File: src/rtl/irq_arb_pkg.sv
package irq_arb_pkg;
  localparam int LVL_W    = 3;
  localparam int DATA_W   = 16;
  localparam int RDY_BIT  = 15;
  localparam int IE_BIT   = 14;
  localparam int PSR_LVL_LO = 8;

  typedef logic [LVL_W-1:0] lvl_t;
endpackage

File: src/rtl/dev_status_regs.sv
module dev_status_regs
  import irq_arb_pkg::*;
#(
  parameter int NUM_DEV = 8,
  localparam int IDX_W = $clog2(NUM_DEV)
) (
  input  logic               clk,
  input  logic               rst,
  input  logic [NUM_DEV-1:0] dev_ready,
  input  logic               wr_en,
  input  logic [IDX_W-1:0]   addr,
  input  logic               wr_ie,
  output logic [DATA_W-1:0]  rd_data,
  output logic [NUM_DEV-1:0] req
);
  logic [NUM_DEV-1:0] rdy_q;
  logic [NUM_DEV-1:0] ie_q;

  for (genvar g = 0; g < NUM_DEV; g++) begin : g_dev
    always_ff @(posedge clk) begin
      if (rst) begin
        rdy_q[g] <= 1'b0;
        ie_q[g]  <= 1'b0;
      end else begin
        rdy_q[g] <= dev_ready[g];
        if (wr_en && addr == IDX_W'(g)) ie_q[g] <= wr_ie;
      end
    end
    assign req[g] = rdy_q[g] & ie_q[g];
  end

  always_ff @(posedge clk) begin
    if (rst) begin
      rd_data <= '0;
    end else begin
      rd_data          <= '0;
      rd_data[RDY_BIT] <= rdy_q[addr];
      rd_data[IE_BIT]  <= ie_q[addr];
    end
  end
endmodule

File: src/rtl/prio_select.sv
module prio_select
  import irq_arb_pkg::*;
#(
  parameter int NUM_DEV = 8,
  parameter logic [NUM_DEV*LVL_W-1:0] DEV_LEVELS = '0,
  localparam int IDX_W = $clog2(NUM_DEV)
) (
  input  logic [NUM_DEV-1:0] req,
  output logic               hit,
  output logic [IDX_W-1:0]   win_idx,
  output lvl_t               win_lvl
);
  // Scan from the top index down; ">=" lets a lower index take a tie.
  always_comb begin
    hit     = 1'b0;
    win_idx = '0;
    win_lvl = '0;
    for (int i = NUM_DEV - 1; i >= 0; i--) begin
      if (req[i] && (!hit || DEV_LEVELS[i*LVL_W +: LVL_W] >= win_lvl)) begin
        hit     = 1'b1;
        win_idx = IDX_W'(i);
        win_lvl = DEV_LEVELS[i*LVL_W +: LVL_W];
      end
    end
  end
endmodule

File: src/rtl/irq_hold_stage.sv
module irq_hold_stage
  import irq_arb_pkg::*;
#(
  parameter int NUM_DEV = 8,
  parameter int VEC_W = 8,
  parameter logic [VEC_W-1:0] VEC_BASE = '0,
  localparam int IDX_W = $clog2(NUM_DEV)
) (
  input  logic               clk,
  input  logic               rst,
  input  logic [NUM_DEV-1:0] req,
  input  logic               hit,
  input  logic [IDX_W-1:0]   win_idx,
  input  lvl_t               win_lvl,
  input  lvl_t               cur_lvl,
  output logic               irq_out,
  output logic [VEC_W-1:0]   irq_vector,
  output lvl_t               irq_level
);
  logic [IDX_W-1:0] held_idx;

  always_ff @(posedge clk) begin
    if (rst) begin
      irq_out    <= 1'b0;
      irq_vector <= '0;
      irq_level  <= '0;
      held_idx   <= '0;
    end else if (irq_out) begin
      if (!(req[held_idx] && irq_level > cur_lvl)) irq_out <= 1'b0;
    end else if (hit && win_lvl > cur_lvl) begin
      irq_out    <= 1'b1;
      held_idx   <= win_idx;
      irq_level  <= win_lvl;
      irq_vector <= VEC_BASE + VEC_W'(win_idx);
    end
  end
endmodule

File: src/rtl/irq_arbiter.sv
module irq_arbiter
  import irq_arb_pkg::*;
#(
  parameter int NUM_DEV = 8,
  parameter int VEC_W = 8,
  parameter logic [VEC_W-1:0] VEC_BASE = 8'h40,
  parameter logic [NUM_DEV*LVL_W-1:0] DEV_LEVELS =
    {3'd5, 3'd3, 3'd6, 3'd2, 3'd6, 3'd1, 3'd4, 3'd4},
  localparam int IDX_W = $clog2(NUM_DEV)
) (
  input  logic               clk,
  input  logic               rst,
  input  logic [IDX_W-1:0]   bus_addr,
  input  logic               bus_we,
  input  logic [DATA_W-1:0]  bus_wdata,
  output logic [DATA_W-1:0]  bus_rdata,
  input  logic [NUM_DEV-1:0] dev_ready,
  input  logic [DATA_W-1:0]  psr,
  output logic               irq_out,
  output logic [VEC_W-1:0]   irq_vector,
  output logic [LVL_W-1:0]   irq_level
);
  logic [NUM_DEV-1:0] req;
  logic               hit;
  logic [IDX_W-1:0]   win_idx;
  lvl_t               win_lvl;
  lvl_t               cur_lvl;
  logic               unused_bits;

  assign cur_lvl     = psr[PSR_LVL_LO +: LVL_W];
  assign unused_bits = ^{bus_wdata, psr};

  dev_status_regs #(.NUM_DEV(NUM_DEV)) regs_i (
    .clk       (clk),
    .rst       (rst),
    .dev_ready (dev_ready),
    .wr_en     (bus_we),
    .addr      (bus_addr),
    .wr_ie     (bus_wdata[IE_BIT]),
    .rd_data   (bus_rdata),
    .req       (req)
  );

  prio_select #(.NUM_DEV(NUM_DEV), .DEV_LEVELS(DEV_LEVELS)) sel_i (
    .req     (req),
    .hit     (hit),
    .win_idx (win_idx),
    .win_lvl (win_lvl)
  );

  irq_hold_stage #(.NUM_DEV(NUM_DEV), .VEC_W(VEC_W), .VEC_BASE(VEC_BASE)) hold_i (
    .clk        (clk),
    .rst        (rst),
    .req        (req),
    .hit        (hit),
    .win_idx    (win_idx),
    .win_lvl    (win_lvl),
    .cur_lvl    (cur_lvl),
    .irq_out    (irq_out),
    .irq_vector (irq_vector),
    .irq_level  (irq_level)
  );
endmodule

File: config.mk
export PLATFORM = sky130hd
export DESIGN_NAME = irq_arbiter
export DESIGN_NICKNAME = d
export VERILOG_FILES = /design/src/rtl/irq_arb_pkg.sv /design/src/rtl/dev_status_regs.sv /design/src/rtl/prio_select.sv /design/src/rtl/irq_hold_stage.sv /design/src/rtl/irq_arbiter.sv
export SDC_FILE = /design/constraint.sdc
export NUM_CORES = 1
export LEC_CHECK = 0
export ABC_CLOCK_PERIOD_IN_PS = 4650
export BUFFER_PORTS_ARGS = -buffer_cell sky130_fd_sc_hd__buf_2
export CORE_MARGIN = 2
export CORE_UTILIZATION = 50
export DETAILED_ROUTE_END_ITERATION = 8
export GPL_TIMING_DRIVEN = 0
export PLACE_DENSITY = 0.85
export SETUP_SLACK_MARGIN = 0.15
export SYNTH_ARGS = -nofsm -noshare
export SYNTH_HDL_FRONTEND = slang
export SYNTH_HIERARCHICAL = 1
export SYNTH_SLANG_ARGS = --single-unit
File: constraint.sdc
create_clock -name clk -period 4.65 [get_ports clk]
set_clock_uncertainty 0.2 [all_clocks]
set_input_delay 0.93 -clock clk [delete_from_list [all_inputs] [get_ports clk]]
set_output_delay 0.93 -clock clk [all_outputs]
set_load 0.005 [all_outputs]
# [Word level (Yosys, flattened, before mapping)]
# Cells that the tools add are included.
[op_classes] n_shift=0 n_addsub=1 muxes=33 magnitude_cmp=11 n_div=0 mul=0 n_eq_ne=7 n_reduce_logical=33 n_bitwise=9
[op_table] cell="two-way mux 3 bit" n=16
[op_table] cell="logical AND 1 bit" n=17
[op_table] cell="two-way mux 1 bit" n=14
[op_table] cell="equality test 3 bit (second input constant)" n=4
[op_table] cell=">= comparator 3 bit (first input constant)" n=4
[op_table] cell="binary-select mux 1 bit (select 3 bit)" n=3
[op_table] cell="adder 7 x 3 -> 8 bit (first input constant)" n=1
[op_table] cell="bitwise AND 1 bit" n=8
[op_table] cell="< comparator 3 x 4 -> 1 bit (second input constant)" n=2
[op_table] cell="zero test 1 bit" n=7
[op_table] cell="logical OR 1 bit" n=7
[op_table] cell="equality test 3 x 2 -> 1 bit (second input constant)" n=2
[op_table] cell=">= comparator 2 x 3 -> 1 bit (first input constant)" n=2
[op_table] cell="> comparator 3 bit" n=2
[op_table] cell="equality test 3 x 1 -> 1 bit (second input constant)" n=1
[op_table] cell=">= comparator 1 x 3 -> 1 bit (first input constant)" n=1
[op_table] cell="zero test 3 bit" n=1
[op_table] cell="AND reduction 2 bit" n=1
[op_table] cell="NOT 1 bit" n=1
[word_totals] register_bits=47 mem_count=0 latchBits=0 output_inout_bits=28 word_cells=116 in_bits=46 ramBits=0 rom_bits=0

# [Longest topological paths before layout]
# Gate-level depths: netlist of run 1.
[depth] word_depth=34 ltp_mapped=11 mapped_depth_nobuf=10

# [By module]
# The synthesis of run 1 kept the hierarchy.
[modules_own_cells] mod="dev_status_regs" area_per_inst_um2=932.1 seq_area_each_um2=360.3 cells_per_inst=90 instances=1
[modules_own_cells] mod="irq_hold_stage" area_per_inst_um2=550.5 seq_area_each_um2=160.2 cells_per_inst=61 instances=1
[modules_own_cells] mod="prio_select" area_per_inst_um2=95.1 seq_area_each_um2=0.0 cells_per_inst=19 instances=1

# [Worst setup path after synthesis of run 1]
# No wires, ideal clock.
[synth_timing] path_kind="input to register" start="in psr[9]" end="reg hold_i.irq_vector[6]" arrival_time_ns=1.980 path_stages=7 setup_time_ns=0.115 path_buffers=1 setup_slack_ns=2.356 required_ns=4.335 path_cell_list="inv_1 > ha_1 > nor2b_1 > o21a_1 > o21a_1 > buf_6 > o21a_1"
[synth_via] elab_chain_len=3
[synth_rtl] item="from (decl)" line_no="irq_arbiter.sv:18" rtl="input logic [DATA_W-1:0] psr,"
[synth_rtl] item="> comparator 3 bit" line_no="irq_hold_stage.sv:30" rtl="end else if (hit && win_lvl > cur_lvl) begin"
[synth_rtl] item="logical AND 1 bit" line_no="irq_hold_stage.sv:30"
[synth_rtl] item="AND reduction 2 bit (no line)"
[synth_rtl] item="to (signal assigned)" line_no="irq_hold_stage.sv:34" rtl="irq_vector <= VEC_BASE + VEC_W'(win_idx);"
[synth_rtl] item="to (decl)" line_no="irq_hold_stage.sv:17" rtl="output logic [VEC_W-1:0] irq_vector,"
# Every way passes these cells.
# A chain may end at the register's enable or synchronous reset.

# [Final worst setup path of run 1]
[layout_timing] start="reg regs_i.rdy_q[1]" end="reg hold_i.irq_level[1]"
[layout_via] elab_chain_len=10 elab_cells_between_ends=13 cone_classes="order compare (2); mux (4); bitwise (1); reduce/logical (6)"
[layout_rtl] item="from (decl)" line_no="dev_status_regs.sv:16" rtl="logic [NUM_DEV-1:0] rdy_q;"
[layout_rtl] item="from (signal, indexed assignment)" line_no="dev_status_regs.sv:25" rtl="rdy_q[g] <= dev_ready[g];"
[layout_rtl] item="bitwise AND 1 bit (*)" line_no="dev_status_regs.sv:29" rtl="assign req[g] = rdy_q[g] & ie_q[g];"
[layout_rtl] item="named net req[1]" line_no="irq_arbiter.sv:23" rtl="logic [NUM_DEV-1:0] req;"
[layout_rtl] item="logical AND 1 bit (*)" line_no="prio_select.sv:19" rtl="if (req[i] && (!hit || DEV_LEVELS[i*LVL_W +: LVL_W] >= win_lvl)) begin"
[layout_rtl] item="two-way mux 3 bit / two-way mux 1 bit (equally long branches)" line_no="prio_select.sv:19"
[layout_rtl] item=">= comparator 3 bit / zero test 1 bit (equally long branches)" line_no="prio_select.sv:19"
[layout_rtl] item="logical OR 1 bit" line_no="prio_select.sv:19"
[layout_rtl] item="logical AND 1 bit" line_no="prio_select.sv:19"
[layout_rtl] item="two-way mux 3 bit (*)" line_no="prio_select.sv:19"
[layout_rtl] item="named net win_lvl[1]" line_no="irq_arbiter.sv:26" rtl="lvl_t win_lvl;"
[layout_rtl] item="> comparator 3 bit" line_no="irq_hold_stage.sv:30"
[layout_rtl] item="logical AND 1 bit" line_no="irq_hold_stage.sv:30"
[layout_rtl] item="AND reduction 2 bit (no line)"
[layout_rtl] item="to (signal assigned)" line_no="irq_hold_stage.sv:33" rtl="irq_level <= win_lvl;"
[layout_rtl] item="to (decl)" line_no="irq_hold_stage.sv:18" rtl="output lvl_t irq_level"
# Mark *: on every way through the listed nets, which the timed path passes. The rest lies on a longest branch.

==> results of run 1 <==
where the power goes:
group,internal (mW),switching (mW)
Clock,0.0479,0.0643
Sequential,0.229,0.00313
Combinational,0.0318,0.0287
Total,0.309,0.0962
per-layer routing:
layer	vias to the layer above	part of all wire
met2	48	0.48
li1	648	-
met1	558	0.44
met4	0	0.0093
met3	2	0.064
met5	-	0
cells by family after synthesis:
group | after synthesis | share of synthesized area
compound gates | 21 | 0.0904
flops | 26 | 0.330
mux | 21 | 0.172
other cells | 2 | 0.00476
buf+inv | 35 | 0.139
simple gates | 59 | 0.216
fa+ha+maj | 6 | 0.0476
sequential cells by signal (all words and copies together), names as in the netlist:
name	cells
hold_i/irq_level	3
regs_i/rdy_q	8
regs_i/rd_data	2
hold_i/irq_out	1
hold_i/held_idx	2
hold_i/irq_vector	2
regs_i/ie_q	8
stage by stage:
| step | cells | power (mW) | util |
|---|---|---|---|
| 3_5_place_dp | 256 | 0.297 | 0.602 |
| 5_1_grt | 260 | 0.424 | 0.614 |
| 6_report | 260 | 0.405 | 0.614 |
| 2_1_floorplan | 186 | 0.280 | - |
| 4_1_cts | 260 | 0.408 | 0.614 |
| 3_3_place_gp | 256 | 0.295 | 0.602 |
worst max path at each step:
stage / cells past startpoint / slack (ns) / to / from
floorplan: 7 / 2.36 / hold_i/irq_vector[6]$_SDFFE_PP0P_ / psr[9]
global placement: 10 / 2.17 / hold_i/irq_vector[6]$_SDFFE_PP0P_ / regs_i/rdy_q[1]$_SDFF_PP0_
detailed placement: 10 / 2.10 / hold_i/irq_vector[6]$_SDFFE_PP0P_ / regs_i/rdy_q[1]$_SDFF_PP0_
CTS: 9 / 2.07 / hold_i/irq_level[1]$_SDFFE_PP0P_ / regs_i/rdy_q[1]$_SDFF_PP0_
global route: 9 / 1.83 / hold_i/irq_vector[2]$_SDFFE_PP0P_ / regs_i/ie_q[1]$_SDFFE_PP0P_
finish: 9 / 2.02 / hold_i/irq_level[1]$_SDFFE_PP0P_ / regs_i/rdy_q[1]$_SDFF_PP0_
Yosys cell counts (all sizes together):
cell type  number
nor2           12
or4             1
mux4            4
nor3            1
nand2          15
and4bb          3
a21oi           6
nand4           2
nor4b           1
dfxtp          26
ha              6
nand3           2
inv            10
a311oi          2
and2            8
o21ai           5
nand3b          2
conb            2
nand4b          3
o41ai           1
o2bb2ai         2
buf            22
o2111ai         1
o21a            3
o31ai           1
nor2b           9
mux2i          17
clkbuf          3
worst max-delay path, delay by kind of cell, from the launching register on:
kind	cells	cell delay [ns]
AND/OR/NAND/NOR	2	0.39
flip-flops	1	0.34
buffers and inverters	1	0.15
multiplexers	1	0.19
AO/OA/AOI/OAI	4	0.98
adder cells (fa/ha/maj)	1	0.31
final cells by class:
type,instances,area (um^2)
Fill cell,278,1170
Multi-Input combinational cell,125,898
Sequential cell,26,520
Buffer,25,181
Timing Repair Buffer,26,130
Tap cell,44,55.1
Inverter,10,37.5
Clock buffer,4,36.3
==> impl_metrics.tcl, run 1 <==
set metrics [dict create \
    cts.sinks 26 \
    crit_chain "and2_1, nor2_1, o21ai_0, o21ai_0, ha_1, a311oi_1, o21a_1, buf_6, mux2i_1" \
    first_pass_iters 4 \
    final_common_cell "buf_2" \
    met1_usage 0.225 \
    avgSynthCellArea_um2 9.28 \
    grtUsageTotal 0.170 \
    place_hpwl_um 2290 \
    synth_top_area_share 0.330 \
    cts_setup_buffers 0 \
    clock_tree.root_cell "clkbuf_4" \
    row_count 20 \
    rsz0062_at_grt "false" \
    routed_wl_um 2920 \
    r2r_cells 9 \
    met2_usage 0.281 \
    place_area_mm2 0.00182 \
    r2r-start "regs_i/rdy_q[1]$_SDFF_PP0_" \
    synth_seq_cells 26 \
    critPathKind "reg -> reg" \
    cpMaxStageDelayCell "dfxtp_1" \
    p_leak_nw 0.864 \
    post_cts_resized 0 \
    die_h_um 60.2 \
    finalSetupTns_ns 0 \
    area_growth_pct 17.8 \
    post_route_cells_drive_above_1_share 0.282 \
    power_density_mw_per_mm2 218 \
    status "completed" \
    numCtsBuffers 3 \
    drc 0 \
    post-route-period-util 0.565 \
    whs_path_depth 2 \
    grt_max_degree 15 \
    synth_sequential_area_ratio 0.330 \
    grt_pass1_vias 1088 \
    finalHoldViolCount 0 \
    viasPerCell 4.83 \
    grt_remaining_overflow 0 \
    r2r_end "hold_i/irq_level[1]$_SDFFE_PP0P_" \
    grt_pass1_wl_um 4620 \
    timing.hold.ws_ns 0.285 \
    layout_common_cells "buf_2, dfxtp_1, buf_4" \
    setup_viol 0 \
    r2r_slack_ns 2.02 \
    drtIter0Drc 35 \
    crit_top_cell "o21ai_0" \
    yosysUniqueCellTypes 33 \
    io_buffers 26 \
    cts_tree "built" \
    yosys.area.top_type "dfxtp_1" \
    antenna_found_initial 0 \
    ant_nets 0 \
    synthTopCellsByArea "dfxtp_1, mux2i_1, buf_4" \
    core-area_mm2 0.00303 \
    cts_buffer_depth 2 \
    met3_usage 0.0195 \
    crit_required_ns 4.71 \
    cts_max_level 1 \
    postLayoutSetupSlackWorst_ns 2.02 \
    antenna_cells 0 \
    wl_per_cell_um 11.2 \
    cp-end-kind "flop" \
    hp-class "reg -> reg" \
    irDropWorstVdd_v 0.000158 \
    die-area_mm2 0.00362 \
    synth_warnings 6 \
    design_area_mm2 0.00186 \
    holdBufCountCts 0 \
    fmaxAchievable_mhz 381 \
    place_congestion 0.874 \
    max_stage_delay_ns 0.34 \
    syn_area_mm2 0.00158 \
    slew_viol_final 0 \
    cp_max_fo 8 \
    pin_count 74 \
    initial_core_util 0.521 \
    clk_pin_slew_ns 0.14 \
    die_w_um 60.2 \
    min_from "hold_i/irq_level[2]$_SDFFE_PP0P_" \
    num_vias 1256 \
    synthCells 170 \
    finalNetCount 269 \
    crit_path_start_kind "flop" \
    period_minus_slack_ns 2.63 \
    hold_path_end "hold_i/irq_level[2]$_SDFFE_PP0P_" \
    gr-max-usage-layer "met2" \
    clkLatencyLatePin_ns 0.32 \
    arrival_ns 2.68 \
    max-cap-violations 0 \
    preCtsSetupSlack_ns 2.10 \
]
Power figures use the tool's default switching activity.
==> run 2: changes to the inputs <==
ABC_AREA = 1   (was not set)
ABC_CLOCK_PERIOD_IN_PS = 2290   (was 4650)
CORE_UTILIZATION = 42   (was 50)
PLACE_DENSITY = 0.75   (was 0.85)
clock period = 2.29 ns   (was 4.65 ns; I/O delays follow)
==> impl_metrics.tcl, run 2 <==
set metrics [dict create \
    post_route_cells_drive_above_1_share 0.342 \
    r2r_end "hold_i/irq_out$_SDFF_PP0_" \
    postLayoutSetupSlackWorst_ns 0.178 \
    grt_max_degree 16 \
    synth_ff_type "dfxtp_1" \
    synth-compound-area-share 0.0993 \
    period_minus_slack_ns 2.11 \
    dp.cells 350 \
    cp-end-kind "flop" \
    final_common_cell "nand2_1" \
    r2r_slack_ns 0.18 \
    core-area_mm2 0.00374 \
    cpMaxStageDelayCell "dfxtp_2" \
    max-cap-violations 0 \
    synthAdderAreaFrac 0.0451 \
    finalSetupTns_ns 0 \
    irDropWorstVdd_v 0.000350 \
    synth_top_area_share 0.313 \
    synthMuxAreaShare 0 \
    clock_tree.root_cell "clkbuf_8" \
    synth_sequential_area_ratio 0.313 \
    arrival_ns 2.09 \
    crit_chain "nand2_2, inv_4, inv_2, buf_4, o211ai_1, inv_1, nor2_2, ha_1, nand3b_1, nand2_2, nand2_4, inv_8, a21oi_2, nor2_1" \
    area_growth_pct 30.9 \
    fin_cells 364 \
    setup_viol 0 \
    clk_pin_slew_ns 0.10 \
    fmaxAchievable_mhz 474 \
    io_buffers 25 \
    place_area_mm2 0.00191 \
    cts_buffer_depth 2 \
    grt_remaining_overflow 0 \
    r2r_cells 14 \
    post-route-period-util 0.922 \
    antenna_cells 0 \
    num_vias 1654 \
    synth_seq_cells 26 \
    initial_core_util 0.444 \
    numCtsBuffers 3 \
    synthTopCellsByArea "dfxtp_1, nand2_1, inv_1" \
    timing.hold.ws_ns 0.164 \
    routed_wl_um 3670 \
    yosys.area.top_type "dfxtp_1" \
    synth_warnings 6 \
    first_pass_iters 4 \
    rsz0062_at_grt "true" \
    synth_xor_area_frac 0 \
    r2r-start "regs_i/ie_q[3]$_SDFFE_PP0P_" \
    drc 0 \
    avgSynthCellArea_um2 6.37 \
    clkLatencyLatePin_ns 0.27 \
    viasPerCell 4.54 \
    synth_common_cells "nand2_1, inv_1, nor2_1" \
    die_w_um 66.9 \
    hp-class "in -> reg" \
    async_flop_share 0 \
    largestRegisters "regs_i/ie_q (8), regs_i/rdy_q (8), hold_i/irq_level (3)" \
    syn_area_mm2 0.00166 \
    synthSimpleGateAreaFrac 0.334 \
    synth.most_common_cell "nand2_1" \
    hold_path_end "hold_i/irq_vector[6]$_SDFFE_PP0P_" \
    die_h_um 66.9 \
    power_density_mw_per_mm2 466 \
    critPathKind "reg -> reg" \
    cts_max_level 1 \
    min_from "rst" \
    whs_path_depth 2 \
    preCtsSetupSlack_ns 0.0882 \
    place_congestion 0.815 \
    slew_viol_final 0 \
    finalHoldViolCount 0 \
    cts_tree "built" \
    max_stage_delay_ns 0.36 \
    drtIter0Drc 36 \
    grt_pass1_vias 1388 \
    crit_family "simple AND/OR/NAND/NOR gates" \
    critPathBufInv 5 \
    antenna_found_initial 0 \
    wl_per_cell_um 10.1 \
    layout_common_cells "nand2_1, inv_1, nor2_1" \
    synthCells 261 \
    synth_top_family_by_area "simple AND/OR/NAND/NOR gates" \
    yosysUniqueCellTypes 25 \
    grtUsageTotal 0.163 \
    crit_required_ns 2.27 \
    die-area_mm2 0.00448 \
    cp_max_fo 8 \
    crit_path_start_kind "flop" \
    status "completed" \
    p_leak_nw 1.16 \
    synth_edf_count 0 \
    design_area_mm2 0.00218 \
    row_count 22 \
    crit_top_cell "nand2_2" \
    cts.sinks 26 \
    grt_pass1_wl_um 5700 \
    pin_count 74 \
    place_hpwl_um 2740 \
    ant_nets 0 \
    finalNetCount 369 \
]
[run 2: repair_timing]
action                     in CTS  in global routing
pin swaps                       1                 15
hold buffers                    0                  0
buffers inserted                3                  7
gates cloned                    0                  0
setup endpoints to repair       8                  8
gates resized for setup        10                 42
[run 2: worst max-delay path by stage]
stage                                           start                         to  slack [ns]  cells past startpoint
after floorplan           regs_i/ie_q[5]$_SDFFE_PP0P_  hold_i/irq_out$_SDFF_PP0_        0.34                     16
after global placement    regs_i/ie_q[5]$_SDFFE_PP0P_  hold_i/irq_out$_SDFF_PP0_        0.13                     16
after detailed placement  regs_i/ie_q[7]$_SDFFE_PP0P_  hold_i/irq_out$_SDFF_PP0_        0.09                     16
after CTS                 regs_i/ie_q[7]$_SDFFE_PP0P_  hold_i/irq_out$_SDFF_PP0_        0.15                     16
after global routing      regs_i/ie_q[7]$_SDFFE_PP0P_  hold_i/irq_out$_SDFF_PP0_        0.06                     13
final                     regs_i/ie_q[3]$_SDFFE_PP0P_  hold_i/irq_out$_SDFF_PP0_        0.18                     14
[run 2: logic make-up (layout without fill, tap and decap cells)]
| family | count (synthesis) | after routing |
|---|---|---|
| adders and majority gates | 6 | 6 |
| and+or+nand+nor | 127 | 127 |
| other | 2 | 18 |
| AOI/OAI and AO/OA | 30 | 30 |
| buffers and inverters | 70 | 109 |
| DFF | 26 | 26 |
[run 2: layout make-up]
type / instances / area (um^2)
clock inverter: 1 / 30.0
multi-input combinational: 181 / 958
tap: 48 / 60.1
sequential: 26 / 532
clock buffer: 3 / 41.3
inverter: 48 / 195
fill: 373 / 1570
buffer: 22 / 159
timing repair buffer: 35 / 200
[run 2: stage by stage]
step | power, mW | utilization
finish | 1.01 | 0.581
global route | 1.06 | 0.581
CTS | 1.01 | 0.538
detailed placement | 0.623 | 0.510
global placement | 0.620 | 0.510
floorplan | 0.585 | -
[run 2: power breakdown]
part / internal (mW) / switching, mW / leakage [nW]
sequential: 0.467 / 0.00920 / 0.216
clock: 0.234 / 0.154 / 0.0357
combinational: 0.0685 / 0.0825 / 0.910
[run 2: metal layers]
metal,up-vias,track usage,routed length (um)
met5,-,0,0
li1,875,-,-
met1,719,0.189,1550
met4,0,0.0332,29
met3,4,0.0304,226
met2,56,0.308,1870
